$ cat config.mk
export PLATFORM = sky130hd
export DESIGN_NAME = trig_dec_spacer
export DESIGN_NICKNAME = d
export VERILOG_FILES = /design/src/rtl/tds_pkg.sv /design/src/rtl/tds_queue.sv /design/src/rtl/tds_gap_timer.sv /design/src/rtl/tds_tally.sv /design/src/rtl/trig_dec_spacer.sv
export SDC_FILE = /design/constraint.sdc
export NUM_CORES = 1
export LEC_CHECK = 0
export ABC_CLOCK_PERIOD_IN_PS = 4400
export BUFFER_PORTS_ARGS = -buffer_cell sky130_fd_sc_hd__buf_2
export CAP_MARGIN = 20
export CORE_AREA = 3 3 139 141
export DETAILED_ROUTE_END_ITERATION = 8
export DIE_AREA = 0 0 142 144
export GPL_TIMING_DRIVEN = 0
export PLACE_DENSITY_LB_ADDON = 0.25
export SYNTH_ARGS = -nofsm -noshare
export SYNTH_HDL_FRONTEND = slang
export SYNTH_SLANG_ARGS = --single-unit
$ cat constraint.sdc
create_clock -name clk_i -period 4.4 [get_ports clk_i]
set_input_delay 0 -clock clk_i [delete_from_list [all_inputs] [get_ports clk_i]]
set_output_delay 0 -clock clk_i [all_outputs]
set_load 0.02 [all_outputs]
$ cat src/rtl/tds_pkg.sv
package tds_pkg;

  // Nominal spacing: 2 us at 40 MHz.
  localparam int unsigned TDS_GAP_NOMINAL = 80;

  // Value loaded into the countdown on a release, so that the next release
  // may happen exactly `gap` cycles later (0 and 1 both mean "no wait").
  function automatic logic [31:0] tds_reload(input logic [31:0] gap);
    return (gap == 32'd0) ? 32'd0 : gap - 32'd1;
  endfunction

endpackage

$ cat src/rtl/tds_queue.sv
module tds_queue #(
  parameter int DW    = 9,
  parameter int DEPTH = 16,
  parameter int CW    = $clog2(DEPTH + 1)
) (
  input  logic          clk_i,
  input  logic          rst_ni,
  input  logic          push_i,
  input  logic          pop_i,
  input  logic [DW-1:0] wdata_i,
  output logic [DW-1:0] rdata_o,
  output logic [CW-1:0] level_o,
  output logic          full_o,
  output logic          empty_o
);

  localparam int AW = (DEPTH > 1) ? $clog2(DEPTH) : 1;

  logic [DW-1:0] mem_q [DEPTH];
  logic [AW-1:0] wr_q, wr_d, rd_q, rd_d;
  logic [CW-1:0] cnt_q, cnt_d;
  logic          do_push, do_pop;

  function automatic logic [AW-1:0] ptr_inc(input logic [AW-1:0] p);
    return (p == AW'(DEPTH - 1)) ? '0 : p + 1'b1;
  endfunction

  assign full_o  = (cnt_q == CW'(DEPTH));
  assign empty_o = (cnt_q == '0);
  assign do_push = push_i && !full_o;
  assign do_pop  = pop_i && !empty_o;
  assign rdata_o = mem_q[rd_q];
  assign level_o = cnt_q;

  always_comb begin
    wr_d  = do_push ? ptr_inc(wr_q) : wr_q;
    rd_d  = do_pop  ? ptr_inc(rd_q) : rd_q;
    cnt_d = cnt_q;
    if (do_push && !do_pop) cnt_d = cnt_q + 1'b1;
    if (!do_push && do_pop) cnt_d = cnt_q - 1'b1;
  end

  always_ff @(posedge clk_i or negedge rst_ni) begin
    if (!rst_ni) begin
      wr_q  <= '0;
      rd_q  <= '0;
      cnt_q <= '0;
    end else begin
      wr_q  <= wr_d;
      rd_q  <= rd_d;
      cnt_q <= cnt_d;
    end
  end

  // Storage array: written only on an accepted push, no reset needed.
  always_ff @(posedge clk_i) begin
    if (do_push) mem_q[wr_q] <= wdata_i;
  end

  p_no_overflow_r7: assert property (@(posedge clk_i) disable iff (!rst_ni)
    cnt_q <= CW'(DEPTH));

  p_pop_nonempty_r2: assert property (@(posedge clk_i) disable iff (!rst_ni)
    pop_i |-> !empty_o);

  p_level_step_r10: assert property (@(posedge clk_i) disable iff (!rst_ni)
    (!push_i && !pop_i) |=> $stable(cnt_q));

endmodule

$ cat src/rtl/tds_gap_timer.sv
module tds_gap_timer
  import tds_pkg::*;
#(
  parameter int GAP_W   = 12,
  parameter int GAP_RST = 80
) (
  input  logic             clk_i,
  input  logic             rst_ni,
  input  logic             cfg_wr_i,
  input  logic [GAP_W-1:0] cfg_val_i,
  input  logic             fire_i,
  output logic             ready_o,
  output logic [GAP_W-1:0] gap_o
);

  logic [GAP_W-1:0] gap_q, gap_d;
  logic [GAP_W-1:0] cnt_q, cnt_d;
  logic [31:0]      reload;

  assign reload  = tds_reload(32'(gap_q));
  assign ready_o = (cnt_q == '0);
  assign gap_o   = gap_q;

  always_comb begin
    gap_d = cfg_wr_i ? cfg_val_i : gap_q;
    if (fire_i)        cnt_d = reload[GAP_W-1:0];
    else if (!ready_o) cnt_d = cnt_q - 1'b1;
    else               cnt_d = cnt_q;
  end

  always_ff @(posedge clk_i or negedge rst_ni) begin
    if (!rst_ni) begin
      gap_q <= GAP_W'(GAP_RST);
      cnt_q <= '0;
    end else begin
      gap_q <= gap_d;
      cnt_q <= cnt_d;
    end
  end

  p_fire_when_ready_r4: assert property (@(posedge clk_i) disable iff (!rst_ni)
    fire_i |-> ready_o);

  p_gap_hold_r6: assert property (@(posedge clk_i) disable iff (!rst_ni)
    !cfg_wr_i |=> $stable(gap_q));

endmodule

$ cat src/rtl/tds_tally.sv
module tds_tally #(
  parameter int EVT_W = 8,
  parameter int CNT_W = 16
) (
  input  logic             clk_i,
  input  logic             rst_ni,
  input  logic             in_valid_i,
  input  logic [EVT_W-1:0] in_evt_i,
  input  logic             drop_i,
  input  logic             rel_i,
  input  logic             rel_acc_i,
  output logic [CNT_W-1:0] acc_o,
  output logic [CNT_W-1:0] rej_o,
  output logic             err_o
);

  logic [EVT_W-1:0] exp_q, exp_d;
  logic [CNT_W-1:0] acc_q, acc_d, rej_q, rej_d;
  logic             err_q, err_d;
  logic             bad_in;

  assign bad_in = in_valid_i && ((in_evt_i != exp_q) || drop_i);

  always_comb begin
    exp_d = in_valid_i ? in_evt_i + 1'b1 : exp_q;
    err_d = err_q | bad_in;
    acc_d = (rel_i &&  rel_acc_i) ? acc_q + 1'b1 : acc_q;
    rej_d = (rel_i && !rel_acc_i) ? rej_q + 1'b1 : rej_q;
  end

  always_ff @(posedge clk_i or negedge rst_ni) begin
    if (!rst_ni) begin
      exp_q <= '0;
      err_q <= 1'b0;
      acc_q <= '0;
      rej_q <= '0;
    end else begin
      exp_q <= exp_d;
      err_q <= err_d;
      acc_q <= acc_d;
      rej_q <= rej_d;
    end
  end

  assign acc_o = acc_q;
  assign rej_o = rej_q;
  assign err_o = err_q;

  p_err_sticky_r9: assert property (@(posedge clk_i) disable iff (!rst_ni)
    err_q |=> err_q);

  p_counts_idle_r11: assert property (@(posedge clk_i) disable iff (!rst_ni)
    !rel_i |=> ($stable(acc_q) && $stable(rej_q)));

endmodule

$ cat src/rtl/trig_dec_spacer.sv
module trig_dec_spacer
  import tds_pkg::*;
#(
  parameter int EVT_W   = 8,
  parameter int DEPTH   = 16,
  parameter int GAP_W   = 12,
  parameter int GAP_RST = int'(TDS_GAP_NOMINAL),
  parameter int CNT_W   = 16,
  parameter int LVL_W   = $clog2(DEPTH + 1)
) (
  input  logic             clk_i,
  input  logic             rst_ni,
  input  logic             in_valid_i,
  input  logic             in_accept_i,
  input  logic [EVT_W-1:0] in_evt_i,
  input  logic             gap_wr_i,
  input  logic [GAP_W-1:0] gap_val_i,
  input  logic             bcast_busy_i,
  output logic             out_valid_o,
  output logic             out_accept_o,
  output logic [EVT_W-1:0] out_evt_o,
  output logic [LVL_W-1:0] level_o,
  output logic [CNT_W-1:0] acc_cnt_o,
  output logic [CNT_W-1:0] rej_cnt_o,
  output logic             err_o
);

  localparam int DW = EVT_W + 1;

  logic          q_full, q_empty, t_ready, release_c;
  logic [DW-1:0] q_head;
  logic [GAP_W-1:0] gap_cur;

  logic             vld_q, vld_d;
  logic             acc_q, acc_d;
  logic [EVT_W-1:0] evt_q, evt_d;

  assign release_c = !q_empty && t_ready && !bcast_busy_i;

  tds_queue #(.DW(DW), .DEPTH(DEPTH), .CW(LVL_W)) u_queue (
    .clk_i   (clk_i),
    .rst_ni  (rst_ni),
    .push_i  (in_valid_i),
    .pop_i   (release_c),
    .wdata_i ({in_accept_i, in_evt_i}),
    .rdata_o (q_head),
    .level_o (level_o),
    .full_o  (q_full),
    .empty_o (q_empty)
  );

  tds_gap_timer #(.GAP_W(GAP_W), .GAP_RST(GAP_RST)) u_timer (
    .clk_i     (clk_i),
    .rst_ni    (rst_ni),
    .cfg_wr_i  (gap_wr_i),
    .cfg_val_i (gap_val_i),
    .fire_i    (release_c),
    .ready_o   (t_ready),
    .gap_o     (gap_cur)
  );

  tds_tally #(.EVT_W(EVT_W), .CNT_W(CNT_W)) u_tally (
    .clk_i      (clk_i),
    .rst_ni     (rst_ni),
    .in_valid_i (in_valid_i),
    .in_evt_i   (in_evt_i),
    .drop_i     (q_full),
    .rel_i      (release_c),
    .rel_acc_i  (q_head[DW-1]),
    .acc_o      (acc_cnt_o),
    .rej_o      (rej_cnt_o),
    .err_o      (err_o)
  );

  always_comb begin
    vld_d = release_c;
    acc_d = release_c ? q_head[DW-1]      : acc_q;
    evt_d = release_c ? q_head[EVT_W-1:0] : evt_q;
  end

  always_ff @(posedge clk_i or negedge rst_ni) begin
    if (!rst_ni) begin
      vld_q <= 1'b0;
      acc_q <= 1'b0;
      evt_q <= '0;
    end else begin
      vld_q <= vld_d;
      acc_q <= acc_d;
      evt_q <= evt_d;
    end
  end

  assign out_valid_o  = vld_q;
  assign out_accept_o = acc_q;
  assign out_evt_o    = evt_q;

  // ---------------- checking logic for the output spacing ----------------
  localparam int SC_W = GAP_W + 1;
  logic [SC_W-1:0]  since_q;
  logic [GAP_W-1:0] gap_rel_q, gap_prev_q;
  logic             seen_q;

  always_ff @(posedge clk_i or negedge rst_ni) begin
    if (!rst_ni) begin
      since_q    <= '1;
      gap_rel_q  <= '0;
      gap_prev_q <= '0;
      seen_q     <= 1'b0;
    end else begin
      if (release_c) gap_rel_q <= gap_cur;
      if (vld_q) begin
        since_q    <= SC_W'(1);
        gap_prev_q <= gap_rel_q;
        seen_q     <= 1'b1;
      end else if (since_q != '1) begin
        since_q <= since_q + 1'b1;
      end
    end
  end

  p_min_spacing_r4: assert property (@(posedge clk_i) disable iff (!rst_ni)
    (out_valid_o && seen_q) |-> (since_q >= SC_W'(gap_prev_q)));

  p_busy_blocks_r5: assert property (@(posedge clk_i) disable iff (!rst_ni)
    out_valid_o |-> !$past(bcast_busy_i));

  p_full_sets_err_r7: assert property (@(posedge clk_i) disable iff (!rst_ni)
    (in_valid_i && q_full) |=> err_o);

  p_single_pulse_r3: assert property (@(posedge clk_i) disable iff (!rst_ni)
    (out_valid_o && (gap_prev_q > GAP_W'(1)) && (gap_rel_q > GAP_W'(1))) |=> !out_valid_o);

endmodule

==> results.sh <==
export IMPL_timing_final_hold_violations=0
export IMPL_critPathRequiredTime_ns=4.85
export IMPL_gr_max_usage_layer="met2"
export IMPL_seq_area_frac_synth_pct=65.6
export IMPL_skew_ns=0.0238
export IMPL_r2r_start="u_timer.cnt_q[0]"
export IMPL_numClockSinks=232
export IMPL_tightest_slew_ns=1.08
export IMPL_synthFlopType="edfxtp_1"
export IMPL_cts_buffers=25
export IMPL_worst_ep_arrival_time_ns=4.54
export IMPL_syn_num_nets=700
export IMPL_antenna_found_initial=0
export IMPL_cts_clk_slew_worst_paths_ns=0.06
export IMPL_io_buffers=72
export IMPL_worstPathMaxFanout=9
export IMPL_report_power_total_uw=5350
export IMPL_vias_per_cell=5.80
export IMPL_drive_above_1_share_pct=23.8
export IMPL_place_area_um2=10600
export IMPL_cts_buffer_depth=3
export IMPL_grt_pass1_wl_um=33700
export IMPL_drc=0
export IMPL_ys_warn_count=0
export IMPL_n_antenna_cell=0
export IMPL_final_area_um2=11800
export IMPL_wirelength_um=20900
export IMPL_slew_viol_final=0
export IMPL_use_met1_pct=27.9
export IMPL_grt_use_total_pct=21.0
export IMPL_synth_edf_count=144
export IMPL_vdd_drop_max_v=0.000318
export IMPL_hpwlAfterDp_um=14000
export IMPL_power_leakage_uw=0.00451
export IMPL_via_count=6010
export IMPL_finalCritPeriodShare_pct=93.0
export IMPL_finalSetupViolations=0
export IMPL_status="finished clean"
export IMPL_met3_usage_pct=3.17
export IMPL_die_x_um=142
export IMPL_slew_headroom_pct=27.6
export IMPL_critPathLaunchType="flop"
export IMPL_final_nets=830
export IMPL_grt_max_degree=49
export IMPL_syn_area_um2=9950
export IMPL_cp_endpoint="u_queue.level_o[4]"
export IMPL_r2r_cells=16
export IMPL_final_common_cell="edfxtp_1"
export IMPL_grtUsageMet2_pct=36.8
export IMPL_clockRootBuffer="clkbuf_16"
export IMPL_io_pins=74
export IMPL_area_delta_synth_final_pct=18.3
export IMPL_p_per_area_nw_per_um2=455
export IMPL_end_kind="flop"
export IMPL_die_area_um2=20400
export IMPL_routabilityCongestion=0.838
export IMPL_worst_setup_path_type="reg -> reg"
export IMPL_wl_per_cell_um=20.1
export IMPL_syn_avg_cell_area_um2=15.1
export IMPL_core_um2=18100
export IMPL_period_needed_ns=4.09
export IMPL_max_freq_mhz=244
export IMPL_ys_types=54
export IMPL_htree_levels=1
export IMPL_gr_total_overflow=0
export IMPL_worstHoldPathType="in -> async"
export IMPL_crit_start="u_timer.cnt_q[0]"
export IMPL_syn_inst=659
export IMPL_dieHeight_um=144
export IMPL_dr_pass1_iters=5
export IMPL_rrSetupSlack_ns=0.31
export IMPL_core_rowCount=49
export IMPL_maxCapViolCount=0
export IMPL_initial_core_util_pct=55.0
export IMPL_ant_nets=0
export IMPL_drt_iter0_drc=431
export IMPL_r2r_end="u_queue.level_o[4]"
export IMPL_cts_tree="built"
export IMPL_grt_pass1_vias=6361
export IMPL_mostFrequentLayoutCells="144 x edfxtp_1, 86 x dfrtp_1, 75 x buf_2"
export IMPL_ys_async_sr_fraction_pct=37.9
export IMPL_insertion_delay_ns=0.52
export IMPL_ys_ff_latch=232
## per-stage QoR
stage / setup TNS, ns / worst slack, ns / cells / util [%] / hold WS [ns]
after floorplan: 0 / 0.579 / 659 / - / -0.296
after global placement: -0.340 / -0.340 / 960 / 58.6 / 0.217
after detailed placement: -0.659 / -0.496 / 961 / 58.8 / 0.0381
after CTS: 0 / 0.179 / 1035 / 64.9 / 0.0394
after global routing: -0.00360 / -0.00360 / 1037 / 65.0 / 0.0821
final: 0 / 0.309 / 1037 / 65.0 / 0.0456
## repair_timing
action	CTS	global route
hold buffers	29	0
buffers inserted	0	2
cloned	0	0
gates resized for setup	3	1
hold endpoints to repair	253	0
endpoints found under the setup margin	2	1
## report_power, final
group | internal (µW) | total, µW | switching (µW) | leakage (µW)
sequential | 2540 | 2660 | 121 | 0.00238
combinational | 261 | 677 | 417 | 0.00173
clock | 1180 | 2010 | 835 | 0.000392
## worst max-delay path, cell delays in order, from the launching register on
cell        delay, ns
dfrtp_1          0.41
inv_1            0.09
ha_1             0.15
nor4b_2          0.41
and4_1           0.27
clkbuf_1         0.39
nand2_2          0.25
clkinvlp_4       0.24
ha_1             0.20
clkbuf_1         0.33
xor2_1           0.12
ha_1             0.23
o21a_1           0.19
o22a_1           0.19
a21oi_1          0.18
mux2i_1          0.24
xnor2_1          0.14
## per-layer routing
layer / wire length (µm) / up-vias
met5: 0 / -
met3: 1030 / 38
li1: - / 2735
met2: 10700 / 185
met1: 8720 / 3052
met4: 439 / 0
## sequential cells by signal (all words and copies together) (netlist names)
signal / cells
u_queue.mem_q: 144
u_queue.level_o: 5
out_valid_o: 1
out_accept_o: 1
u_tally.exp_q: 8
u_tally.rej_o: 16
u_timer.gap_o: 12
u_queue.rd_q: 4
out_evt_o: 8
u_tally.err_o: 1
u_tally.acc_o: 16
u_queue.wr_q: 4
u_timer.cnt_q: 12
## cells in the mapped netlist, drive strengths merged, types with 2 or more instances
cell type  count  share of area (%)
a21oi         16               0.81
xor2          38                3.3
mux4          45                 10
inv           18               0.68
buf            8               0.62
ha            15                1.9
or3            2               0.13
xnor2         26                2.3
or4            5               0.42
and3           5               0.31
mux2          15                1.7
nand2b         3               0.19
nand3         21                1.1
mux2i          3               0.30
dfstp          2               0.53
nor2          37                1.4
o21ai         14               0.70
a21o           5               0.38
edfxtp       144                 43
nor2b          2               0.13
and2           2               0.13
nor3          25                1.3
o22ai          4               0.25
a311oi         2               0.18
nor4b          3               0.26
dfrtp         86                 22
clkbuf        18               0.69
nand2         63                2.4
nor4          10               0.78
nand4          6               0.38
## logic make-up (layout without fill, tap and decap cells)
group                      Yosys count  in the layout  synth area share, %
buffers and inverters               44            193                 1.99
AOI/OAI and AO/OA                   53             53                 3.30
adders and majority gates           15             15                 1.89
muxes                               63             63                 12.4
DFF                                232            232                 65.6
xor gates and xnor gates            64             64                 5.64
and+or+nand+nor                    188            188                 9.17
## worst min-delay path by stage
stage | cells past startpoint | slack, ns | to
after floorplan | 0 | -0.30 | out_accept_o
after global placement | 3 | 0.22 | u_timer.gap_o[1]
after detailed placement | 1 | 0.04 | u_timer.gap_o[7]
after global routing | 2 | 0.08 | u_queue.level_o[4]
final | 2 | 0.05 | u_timer.gap_o[7]
after CTS | 2 | 0.04 | u_queue.wr_q[3]
## layout make-up
type	instances	area [µm²]
tap	229	287
clock buffer	34	699
clock inverter	12	100
timing repair buffer	104	696
sequential	232	6530
buffer	25	126
fill	1267	6320
multi-input combinational	383	3250
inverter	18	71.3
Power figures use the tool's default switching activity.
